File: config.mk
export PLATFORM = sky130hd
export DESIGN_NAME = mouse_pkt_enc
export DESIGN_NICKNAME = d
export VERILOG_FILES = /design/src/rtl/mpe_pkg.sv /design/src/rtl/mpe_axis_acc.sv /design/src/rtl/mpe_buttons.sv /design/src/rtl/mpe_seq.sv /design/src/rtl/mpe_queue.sv /design/src/rtl/mouse_pkt_enc.sv
export SDC_FILE = /design/constraint.sdc
export NUM_CORES = 1
export LEC_CHECK = 0
export ABC_AREA = 1
export BUFFER_PORTS_ARGS = -buffer_cell sky130_fd_sc_hd__buf_2
export CORE_MARGIN = 3
export CORE_UTILIZATION = 55
export CTS_CLUSTER_SIZE = 25
export DETAILED_ROUTE_END_ITERATION = 7
export GPL_ROUTABILITY_DRIVEN = 0
export PLACE_DENSITY_LB_ADDON = 0.25
export RECOVER_POWER = 25
export SLEW_MARGIN = 20
export SYNTH_ARGS = -nofsm -noshare
export SYNTH_HDL_FRONTEND = slang
export SYNTH_SLANG_ARGS = --single-unit
File: constraint.sdc
create_clock -name clk -period 3.6 [get_ports clk]
set_input_delay 0.18 -clock clk [delete_from_list [all_inputs] [get_ports clk]]
set_output_delay 0.18 -clock clk [all_outputs]
set_load 0.05 [all_outputs]
File: src/rtl/mpe_pkg.sv
`timescale 1ns/1ps
package mpe_pkg;
  localparam int BYTE_W   = 8;
  localparam int PKT_LEN  = 5;
  localparam int IDX_W    = $clog2(PKT_LEN);
  localparam logic [BYTE_W-1:0] START_BASE = 8'h87;
  localparam int CLAMP_MAG = 127;

  // button select code to mask bit: left 0x4, middle 0x2, right 0x1
  function automatic logic [2:0] sel_mask(input logic [1:0] sel);
    case (sel)
      2'd0:    sel_mask = 3'b100;
      2'd1:    sel_mask = 3'b010;
      2'd2:    sel_mask = 3'b001;
      default: sel_mask = 3'b000;
    endcase
  endfunction
endpackage

File: src/rtl/mpe_axis_acc.sv
`timescale 1ns/1ps
module mpe_axis_acc #(
  parameter int ACC_W   = 16,
  parameter int DELTA_W = 8,
  parameter bit NEGATE  = 1'b0
) (
  input  logic                      clk,
  input  logic                      rst_n,
  input  logic                      in_valid,
  input  logic signed [DELTA_W-1:0] in_delta,
  input  logic                      take,
  output logic [7:0]                clamp_out,
  output logic                      nonzero
);
  localparam int SUM_W = ACC_W + 2;
  localparam logic signed [SUM_W-1:0] SUM_MAX = SUM_W'((1 << (ACC_W-1)) - 1);
  localparam logic signed [SUM_W-1:0] SUM_MIN = -SUM_MAX - 1;
  localparam logic signed [ACC_W-1:0] CL_POS  = ACC_W'(mpe_pkg::CLAMP_MAG);
  localparam logic signed [ACC_W-1:0] CL_NEG  = -CL_POS;

  logic signed [ACC_W-1:0] acc_q, acc_d, clamp_v;
  logic signed [SUM_W-1:0] ext_delta, ext_take, sum;

  always_comb begin
    if (acc_q > CL_POS)      clamp_v = CL_POS;
    else if (acc_q < CL_NEG) clamp_v = CL_NEG;
    else                     clamp_v = acc_q;

    ext_delta = {{(SUM_W-DELTA_W){in_delta[DELTA_W-1]}}, in_delta};
    if (NEGATE) ext_delta = -ext_delta;
    if (!in_valid) ext_delta = '0;
    ext_take = take ? {{(SUM_W-ACC_W){clamp_v[ACC_W-1]}}, clamp_v} : '0;

    sum = {{(SUM_W-ACC_W){acc_q[ACC_W-1]}}, acc_q} + ext_delta - ext_take;
    if (sum > SUM_MAX)      acc_d = SUM_MAX[ACC_W-1:0];
    else if (sum < SUM_MIN) acc_d = SUM_MIN[ACC_W-1:0];
    else                    acc_d = sum[ACC_W-1:0];
  end

  always_ff @(posedge clk or negedge rst_n) begin
    if (!rst_n)               acc_q <= '0;
    else if (in_valid || take) acc_q <= acc_d;
  end

  assign clamp_out = clamp_v[7:0];
  assign nonzero   = (acc_q != '0);
endmodule

File: src/rtl/mpe_buttons.sv
`timescale 1ns/1ps
module mpe_buttons (
  input  logic       clk,
  input  logic       rst_n,
  input  logic       btn_valid,
  input  logic [1:0] btn_sel,
  input  logic       btn_down,
  input  logic       clear_chg,
  output logic [2:0] mask,
  output logic       chg
);
  logic [2:0] mask_q, mask_d, sel_bit;
  logic       chg_q, chg_d, ev_ok;

  always_comb begin
    sel_bit = mpe_pkg::sel_mask(btn_sel);
    ev_ok   = btn_valid && (sel_bit != 3'b000);
    mask_d  = mask_q;
    if (ev_ok) mask_d = btn_down ? (mask_q | sel_bit) : (mask_q & ~sel_bit);
    // an event in the same cycle as an accepted sync keeps the flag set
    chg_d = ev_ok ? 1'b1 : (clear_chg ? 1'b0 : chg_q);
  end

  always_ff @(posedge clk or negedge rst_n) begin
    if (!rst_n) begin
      mask_q <= '0;
      chg_q  <= 1'b0;
    end else begin
      if (ev_ok) mask_q <= mask_d;
      if (ev_ok || clear_chg) chg_q <= chg_d;
    end
  end

  assign mask = mask_q;
  assign chg  = chg_q;
endmodule

File: src/rtl/mpe_seq.sv
`timescale 1ns/1ps
module mpe_seq
  import mpe_pkg::*;
(
  input  logic              clk,
  input  logic              rst_n,
  input  logic              sync,
  input  logic              x_nz,
  input  logic              y_nz,
  input  logic              chg,
  input  logic [2:0]        mask,
  input  logic [7:0]        x_cl,
  input  logic [7:0]        y_cl,
  input  logic              push_ready,
  output logic              take,
  output logic              push_valid,
  output logic [7:0]        push_data,
  output logic              busy,
  output logic [IDX_W-1:0]  idx
);
  localparam logic [IDX_W-1:0] LAST = IDX_W'(PKT_LEN - 1);

  logic             busy_q, busy_d, accept;
  logic [IDX_W-1:0] idx_q, idx_d;
  logic [7:0]       st_q, st_d, x_q, x_d, y_q, y_d;

  always_comb begin
    accept = sync && !busy_q && (x_nz || y_nz || chg);
    busy_d = busy_q;
    idx_d  = idx_q;
    st_d   = st_q;
    x_d    = x_q;
    y_d    = y_q;
    if (accept) begin
      busy_d = 1'b1;
      idx_d  = '0;
      st_d   = START_BASE ^ {5'b00000, mask};
      x_d    = x_cl;
      y_d    = y_cl;
    end else if (busy_q && push_ready) begin
      if (idx_q == LAST) busy_d = 1'b0;
      else               idx_d  = idx_q + 1'b1;
    end
  end

  always_ff @(posedge clk or negedge rst_n) begin
    if (!rst_n) begin
      busy_q <= 1'b0;
      idx_q  <= '0;
      st_q   <= '0;
      x_q    <= '0;
      y_q    <= '0;
    end else begin
      busy_q <= busy_d;
      idx_q  <= idx_d;
      if (accept) begin
        st_q <= st_d;
        x_q  <= x_d;
        y_q  <= y_d;
      end
    end
  end

  always_comb begin
    case (idx_q)
      3'd0:    push_data = st_q;
      3'd1:    push_data = x_q;
      3'd2:    push_data = y_q;
      default: push_data = 8'h00;
    endcase
  end

  assign take       = accept;
  assign push_valid = busy_q;
  assign busy       = busy_q;
  assign idx        = idx_q;
endmodule

File: src/rtl/mpe_queue.sv
`timescale 1ns/1ps
module mpe_queue #(
  parameter int DEPTH = 16
) (
  input  logic                      clk,
  input  logic                      rst_n,
  input  logic                      push_valid,
  input  logic [7:0]                push_data,
  output logic                      push_ready,
  input  logic                      pop,
  output logic [7:0]                rd_data,
  output logic                      rd_avail,
  output logic [$clog2(DEPTH):0]    count
);
  localparam int PTR_W = $clog2(DEPTH);
  localparam logic [PTR_W:0]   FULL_CNT = (PTR_W+1)'(DEPTH);
  localparam logic [PTR_W-1:0] LAST_P   = PTR_W'(DEPTH - 1);

  logic [7:0]       mem [DEPTH];
  logic [PTR_W-1:0] wp_q, wp_d, rp_q, rp_d;
  logic [PTR_W:0]   cnt_q, cnt_d;
  logic             do_wr, do_rd;

  always_comb begin
    do_wr = push_valid && (cnt_q != FULL_CNT);
    do_rd = pop && (cnt_q != '0);
    wp_d  = do_wr ? ((wp_q == LAST_P) ? '0 : wp_q + 1'b1) : wp_q;
    rp_d  = do_rd ? ((rp_q == LAST_P) ? '0 : rp_q + 1'b1) : rp_q;
    cnt_d = cnt_q + {{PTR_W{1'b0}}, do_wr} - {{PTR_W{1'b0}}, do_rd};
  end

  always_ff @(posedge clk or negedge rst_n) begin
    if (!rst_n) begin
      wp_q  <= '0;
      rp_q  <= '0;
      cnt_q <= '0;
    end else begin
      wp_q  <= wp_d;
      rp_q  <= rp_d;
      cnt_q <= cnt_d;
    end
  end

  always_ff @(posedge clk) begin
    if (do_wr) mem[wp_q] <= push_data;
  end

  assign push_ready = 1'b1;  // always takes the byte; drops it when full
  assign rd_avail   = (cnt_q != '0);
  assign rd_data    = rd_avail ? mem[rp_q] : 8'h00;
  assign count      = cnt_q;
endmodule

File: src/rtl/mouse_pkt_enc.sv
`timescale 1ns/1ps
module mouse_pkt_enc #(
  parameter int ACC_W   = 16,
  parameter int DELTA_W = 8,
  parameter int DEPTH   = 16
) (
  input  logic               clk,
  input  logic               rst_n,
  input  logic               dx_valid,
  input  logic [DELTA_W-1:0] dx,
  input  logic               dy_valid,
  input  logic [DELTA_W-1:0] dy,
  input  logic               btn_valid,
  input  logic [1:0]         btn_sel,
  input  logic               btn_down,
  input  logic               sync,
  input  logic               pop,
  output logic [7:0]         rd_data,
  output logic               rd_avail
);
  localparam int CNT_W = $clog2(DEPTH) + 1;

  logic [7:0]               x_cl, y_cl, push_data;
  logic                     x_nz, y_nz, take, chg, push_valid, push_ready, seq_busy;
  logic [2:0]               mask;
  logic [mpe_pkg::IDX_W-1:0] seq_idx;
  logic [CNT_W-1:0]         q_count;

  mpe_axis_acc #(.ACC_W(ACC_W), .DELTA_W(DELTA_W), .NEGATE(1'b0)) u_xacc (
    .clk(clk), .rst_n(rst_n), .in_valid(dx_valid), .in_delta(dx),
    .take(take), .clamp_out(x_cl), .nonzero(x_nz));

  mpe_axis_acc #(.ACC_W(ACC_W), .DELTA_W(DELTA_W), .NEGATE(1'b1)) u_yacc (
    .clk(clk), .rst_n(rst_n), .in_valid(dy_valid), .in_delta(dy),
    .take(take), .clamp_out(y_cl), .nonzero(y_nz));

  mpe_buttons u_btn (
    .clk(clk), .rst_n(rst_n), .btn_valid(btn_valid), .btn_sel(btn_sel),
    .btn_down(btn_down), .clear_chg(take), .mask(mask), .chg(chg));

  mpe_seq u_seq (
    .clk(clk), .rst_n(rst_n), .sync(sync), .x_nz(x_nz), .y_nz(y_nz),
    .chg(chg), .mask(mask), .x_cl(x_cl), .y_cl(y_cl),
    .push_ready(push_ready), .take(take), .push_valid(push_valid),
    .push_data(push_data), .busy(seq_busy), .idx(seq_idx));

  mpe_queue #(.DEPTH(DEPTH)) u_q (
    .clk(clk), .rst_n(rst_n), .push_valid(push_valid), .push_data(push_data),
    .push_ready(push_ready), .pop(pop), .rd_data(rd_data),
    .rd_avail(rd_avail), .count(q_count));
endmodule

# After elaboration in Yosys (flattened, before gate mapping)
# Memories as Yosys holds them, arrays and structs flattened.
# Index checks and enable logic that the tools add are counted.
# totals
reg_bits	73
latchBits	0
ram_bits	128
romBits	0
out_inout_bits	9
wordCells	93
n_memories	1
# op_classes
addsub	10
multipliers	0
div_mod_pow	0
n_lt_le_gt_ge	8
n_eq_ne	9
n_shift	0
n_mux	28
n_bitwise	4
n_reduce_logical	21
# memory_table
memory	depth	word_bits	read_ports	rd_clocked_by_memory_dff	write_ports	line_no	source
u_q.mem	16	8	1	0	1	mpe_queue.sv:19	logic [7:0] mem [DEPTH];
# ops
operator	count
16-bit two-way mux	8
18-bit two-way mux	4
18-bit adder	2
18-bit by 16-bit > comparator with 1-bit output (second input constant)	2
18-bit by 16-bit < comparator with 1-bit output (second input constant)	2
18-bit subtractor	2
16-bit by 8-bit > comparator with 1-bit output (second input constant)	2
16-bit by 8-bit < comparator with 1-bit output (second input constant)	2
16-bit nonzero test	2
8-bit one-hot mux with 3 select lines	1
8-bit negation with 18-bit output	1
3-bit two-way mux	4
3-bit one-hot mux with 3 select lines	1
4-bit by 1-bit adder with 4-bit output (second input constant)	2
4-bit == test (second input constant)	2
4-bit two-way mux	2
8-bit two-way mux	1
1-bit two-way mux	7
5-bit by 1-bit adder with 5-bit output	1
1-bit logical AND	5
1-bit logical OR	5
5-bit inequality test (second input constant)	1
5-bit nonzero test	1
5-bit by 1-bit subtractor with 5-bit output	1
other kinds (17)	19

# Depth between registers and ports, before layout
# depth
ltp_word	9
mapped_depth	28
depth_no_buf	26

# By module
# From an unflattened synthesis, not the netlist that was laid out.
# hier_totals
hier_cells	1654
area_unflattened_um2	12993.7
# by_module_without_submodules
module	instances	cells_per_inst	area_per_inst_um2	seq_area_each_um2
mpe_queue	1	637	6349.8	4169.0
mpe_axis_acc (u_yacc)	1	450	2767.7	400.4
mpe_axis_acc (u_xacc)	1	404	2522.4	400.4
mpe_seq	1	141	1173.6	600.6
mpe_buttons	1	22	180.2	100.1

# Worst setup path after synthesis
# No wires, ideal clock.
# synth_path
path_kind	reg-to-reg
from	register u_yacc.acc_q[15]
to	register u_yacc.acc_q[5]
setup_ns	0.117
t_arrival_ns	3.727
t_required_ns	3.483
path_slack_ns	-0.243
stages_incl_launch_ff	27
path_buffers	2
period_less_slack_ns	3.843
path_cell_list	dfrtp_1 nand3_1 nor4_1 o21ai_0 ha_1 inv_1 clkbuf_1 a21oi_1 nor2_1 fa_1 inv_1 ha_1 a21oi_1 o21ai_2 nand2_1 nand3_1 nand2_1 nand2_1 nand2_1 nand2_1 nand2_1 nand3_2 buf_6 nand2_1 nand2_1 nand2_1 nand2_1
# synth_between
elab_chain_len	9
word_cells_on_any_way	16
# synth_rtl
element	line_no	source
start: declaration	mpe_axis_acc.sv:21	logic signed [ACC_W-1:0] acc_q, acc_d, clamp_v;
start signal: assignment	mpe_axis_acc.sv:41	if (!rst_n) acc_q <= '0;
start signal: assignment	mpe_axis_acc.sv:42	else if (in_valid || take) acc_q <= acc_d;
branches (longest 9 deep; another with 18-bit subtractor)	n/a	
# Parallel ways; which one is timed is not known.
# A chain may end at the register's enable or synchronous reset.

# Final worst setup path
# layout_path
from	register u_yacc.acc_q[7]
to	register u_yacc.acc_q[3]
# The elaborated chain is that of the path after synthesis.

==> impl_metrics.json <==
{
  "max_stage_delay_ps": 460,
  "status": "complete, but fails checks",
  "wl_per_cell_um": 18.1,
  "start_util": 0.566,
  "max_freq_ghz": 0.228,
  "final_nets": 1743,
  "post-route-worst-setup-slack_ps": -781,
  "tightest_slew_ps": 1850,
  "synth.most_common_cell": "nand2_1",
  "die_x_um": 154,
  "grt_pass1_wl_um": 52300,
  "rows": 53,
  "design_area_um2": 16000,
  "portBuffers": 34,
  "grt_use_total": 0.271,
  "arrival_ps": 4740,
  "yosys-top-cells-count": "nand2_1, inv_1, edfxtp_1, nor2_1, a21oi_1",
  "critical_path_class": "register to register",
  "clock_path_buffers": 3,
  "htree_levels": 1,
  "slowest_stage": "fa_1",
  "design.die.area_um2": 23700,
  "synth_edf_count": 128,
  "synthDistinctLibCells": 47,
  "ys_seq_elements": 201,
  "die_y_um": 154,
  "crit_start": "u_yacc.acc_q[7]",
  "dp_hpwl_um": 21700,
  "cts.clk_slew.worst_paths_ps": 60,
  "hp-class": "input pin to register",
  "ant_nets": 0,
  "path_common_cell": "nand2_1",
  "pin_count": 35,
  "synthCells": 1364,
  "synth_ff_type": "edfxtp_1",
  "violations": "max-capacitance violations, max-slew violations, negative setup slack",
  "period_share": 1.22,
  "cp-end-kind": "register",
  "first_iter_violations": 978,
  "cap_violations": 1,
  "wl_um": 34800,
  "antenna_found_initial": 0,
  "drtPass1Iterations": 6,
  "critPathLaunchType": "register",
  "antenna_cells": 0,
  "synth.avg_cell_area_um2": 8.81,
  "rsz0062_at_grt": "yes",
  "drc_errors": 0,
  "synth_area_um2": 12000,
  "core_region_area_um2": 21200,
  "crit_required_ps": 3960,
  "synthTopCellsByArea": "edfxtp_1, dfrtp_1, nand2_1",
  "numCtsBuffers": 22,
  "finalSetupViolCount": 32,
  "grt_overflow": 0,
  "ys_async_sr_fraction": 0.363,
  "slew_headroom": -0.231,
  "clkLatencyLatePin_ps": 490,
  "yosys_warnings": 0,
  "crit_fanout": 7,
  "yosysTopAreaCell": "edfxtp_1",
  "area_delta_synth_final_pct": 33.4,
  "vias": 10900,
  "final_max_slew_viol_count": 74,
  "path_cells": "nand4_1 -> nor4_4 -> o21ai_2 -> ha_4 -> clkinvlp_4 -> buf_12 -> a21oi_4 -> fa_1 -> inv_2 -> ha_4 -> nand2_2 -> nor2_4 -> nor3b_4 -> nand3_1 -> nor2_2 -> nor2_2 -> nand3_2 -> nand3_4 -> clkbuf_16 -> nand2_1 -> nand2_1 -> nand2_1 -> nand2_1",
  "placed_area_um2": 13900,
  "r2r_start": "u_yacc.acc_q[7]",
  "tns_ps": -15760,
  "yosysSeqAreaShare": 0.472,
  "holdCritStartpoint": "btn_sel[0]",
  "yosysTopAreaCellShare": 0.320,
  "root_buffer": "clkbuf_16",
  "finClkSkew_ps": 14.0,
  "synth_nets": 1480,
  "clock-sinks": 201,
  "vias_per_cell": 5.70,
  "grt_pass1_vias": 10600,
  "finalCriticalPeriod_ps": 4380,
  "hold_viol_final": 0,
  "cts_tree": "built",
  "grt_max_degree": 74,
  "drive_gt1_frac": 0.317
}
## cell type report
cell class | count | area [um^2]
clock buffers | 36 | 644
multi-input cells | 934 | 6490
flip-flops and latches | 201 | 5670
repair buffers | 272 | 2110
well taps | 275 | 344
clock inverters | 4 | 25.0
fillers | 1379 | 5190
inverters | 196 | 752
## routing by layer
layer  track usage  wire length [um]
met1         0.351             13400
met2         0.484             17800
met3        0.0248              2340
met4        0.0862              1280
met5             0                 0
## placed cells by master, fill, tap and decap left out, types with 21 or more instances in the layout
master / Yosys / final
nand2_1: 364 / 314
a21oi_1: 88 / 45
ha_4: 0 / 27
nand2_2: 3 / 45
fa_1: 34 / 31
edfxtp_1: 128 / 128
o21ai_0: 84 / 75
buf_4: 2 / 214
nor2_2: 4 / 21
nor2_1: 111 / 91
dfrtp_1: 73 / 72
inv_1: 182 / 162
ha_1: 56 / 27
nand3_1: 40 / 30
inv_2: 11 / 28
a21oi_2: 0 / 31
clkbuf_16: 0 / 24
buf_2: 4 / 31
## logic make-up after synthesis
| kind of cell | synth area share |
|---|---|
| simple gates | 0.195 |
| compound gates | 0.108 |
| buf+inv | 0.0741 |
| flops | 0.472 |
| fa+ha+maj | 0.115 |
| xor+xnor | 0.0233 |
| mux | 0.0133 |
## repair_timing
action                                 CTS  global route
setup endpoints to repair               32            32
buffers inserted                        45            18
endpoints found under the hold margin   76             0
cloned                                   2             1
hold buffers                             5             0
pin swaps                               53            79
gates resized for setup                119            99
## worst max-delay path, delay by kind of cell, from the launching register on
| family | cells | cell delay [ps] |
|---|---|---|
| compound gates | 2 | 350 |
| flops | 1 | 400 |
| simple gates | 14 | 1850 |
| buf+inv | 4 | 730 |
| fa+ha+maj | 3 | 940 |
## worst paths after layout
path	end	slack (ps)	cells after the start
max	u_yacc.acc_q[3]	-780	23
min	register	20	4
max reg2reg	u_yacc.acc_q[3]	-780	23
min reg2reg	u_seq.st_q[2]	480	1
max in group asynchronous	u_q.rp_q[0]	1690	2
min in group asynchronous	u_q.rp_q[0]	730	2
## state kept, by name (all words and copies together) (netlist names), named ones only
| register | count |
|---|---|
| u_seq.st_q | 4 |
| u_seq.y_q | 8 |
| u_seq.x_q | 8 |
| u_q.rp_q | 4 |
| u_q.count | 5 |
| u_seq.idx | 3 |
| u_q.wp_q | 4 |
| u_xacc.acc_q | 16 |
| u_btn.chg | 1 |
| u_q.mem | 128 |
| u_seq.busy | 1 |
| u_yacc.acc_q | 16 |
## metrics by stage
| step | hold WS [ps] | setup WS, ps | utilization | std cells |
|---|---|---|---|---|
| detailed placement | 366 | -733 | 0.653 | 1811 |
| global route | 66.2 | -916 | 0.756 | 1918 |
| global placement | 368 | -690 | 0.653 | 1811 |
| floorplan | -116 | 6.90 | - | 1364 |
| CTS | 7.64 | -368 | 0.731 | 1902 |
| finish | 20.7 | -781 | 0.756 | 1918 |
Power is left out: the tool's default activity adds up to more than one toggle a clock period on the data nets, which glitch-free logic cannot reach.
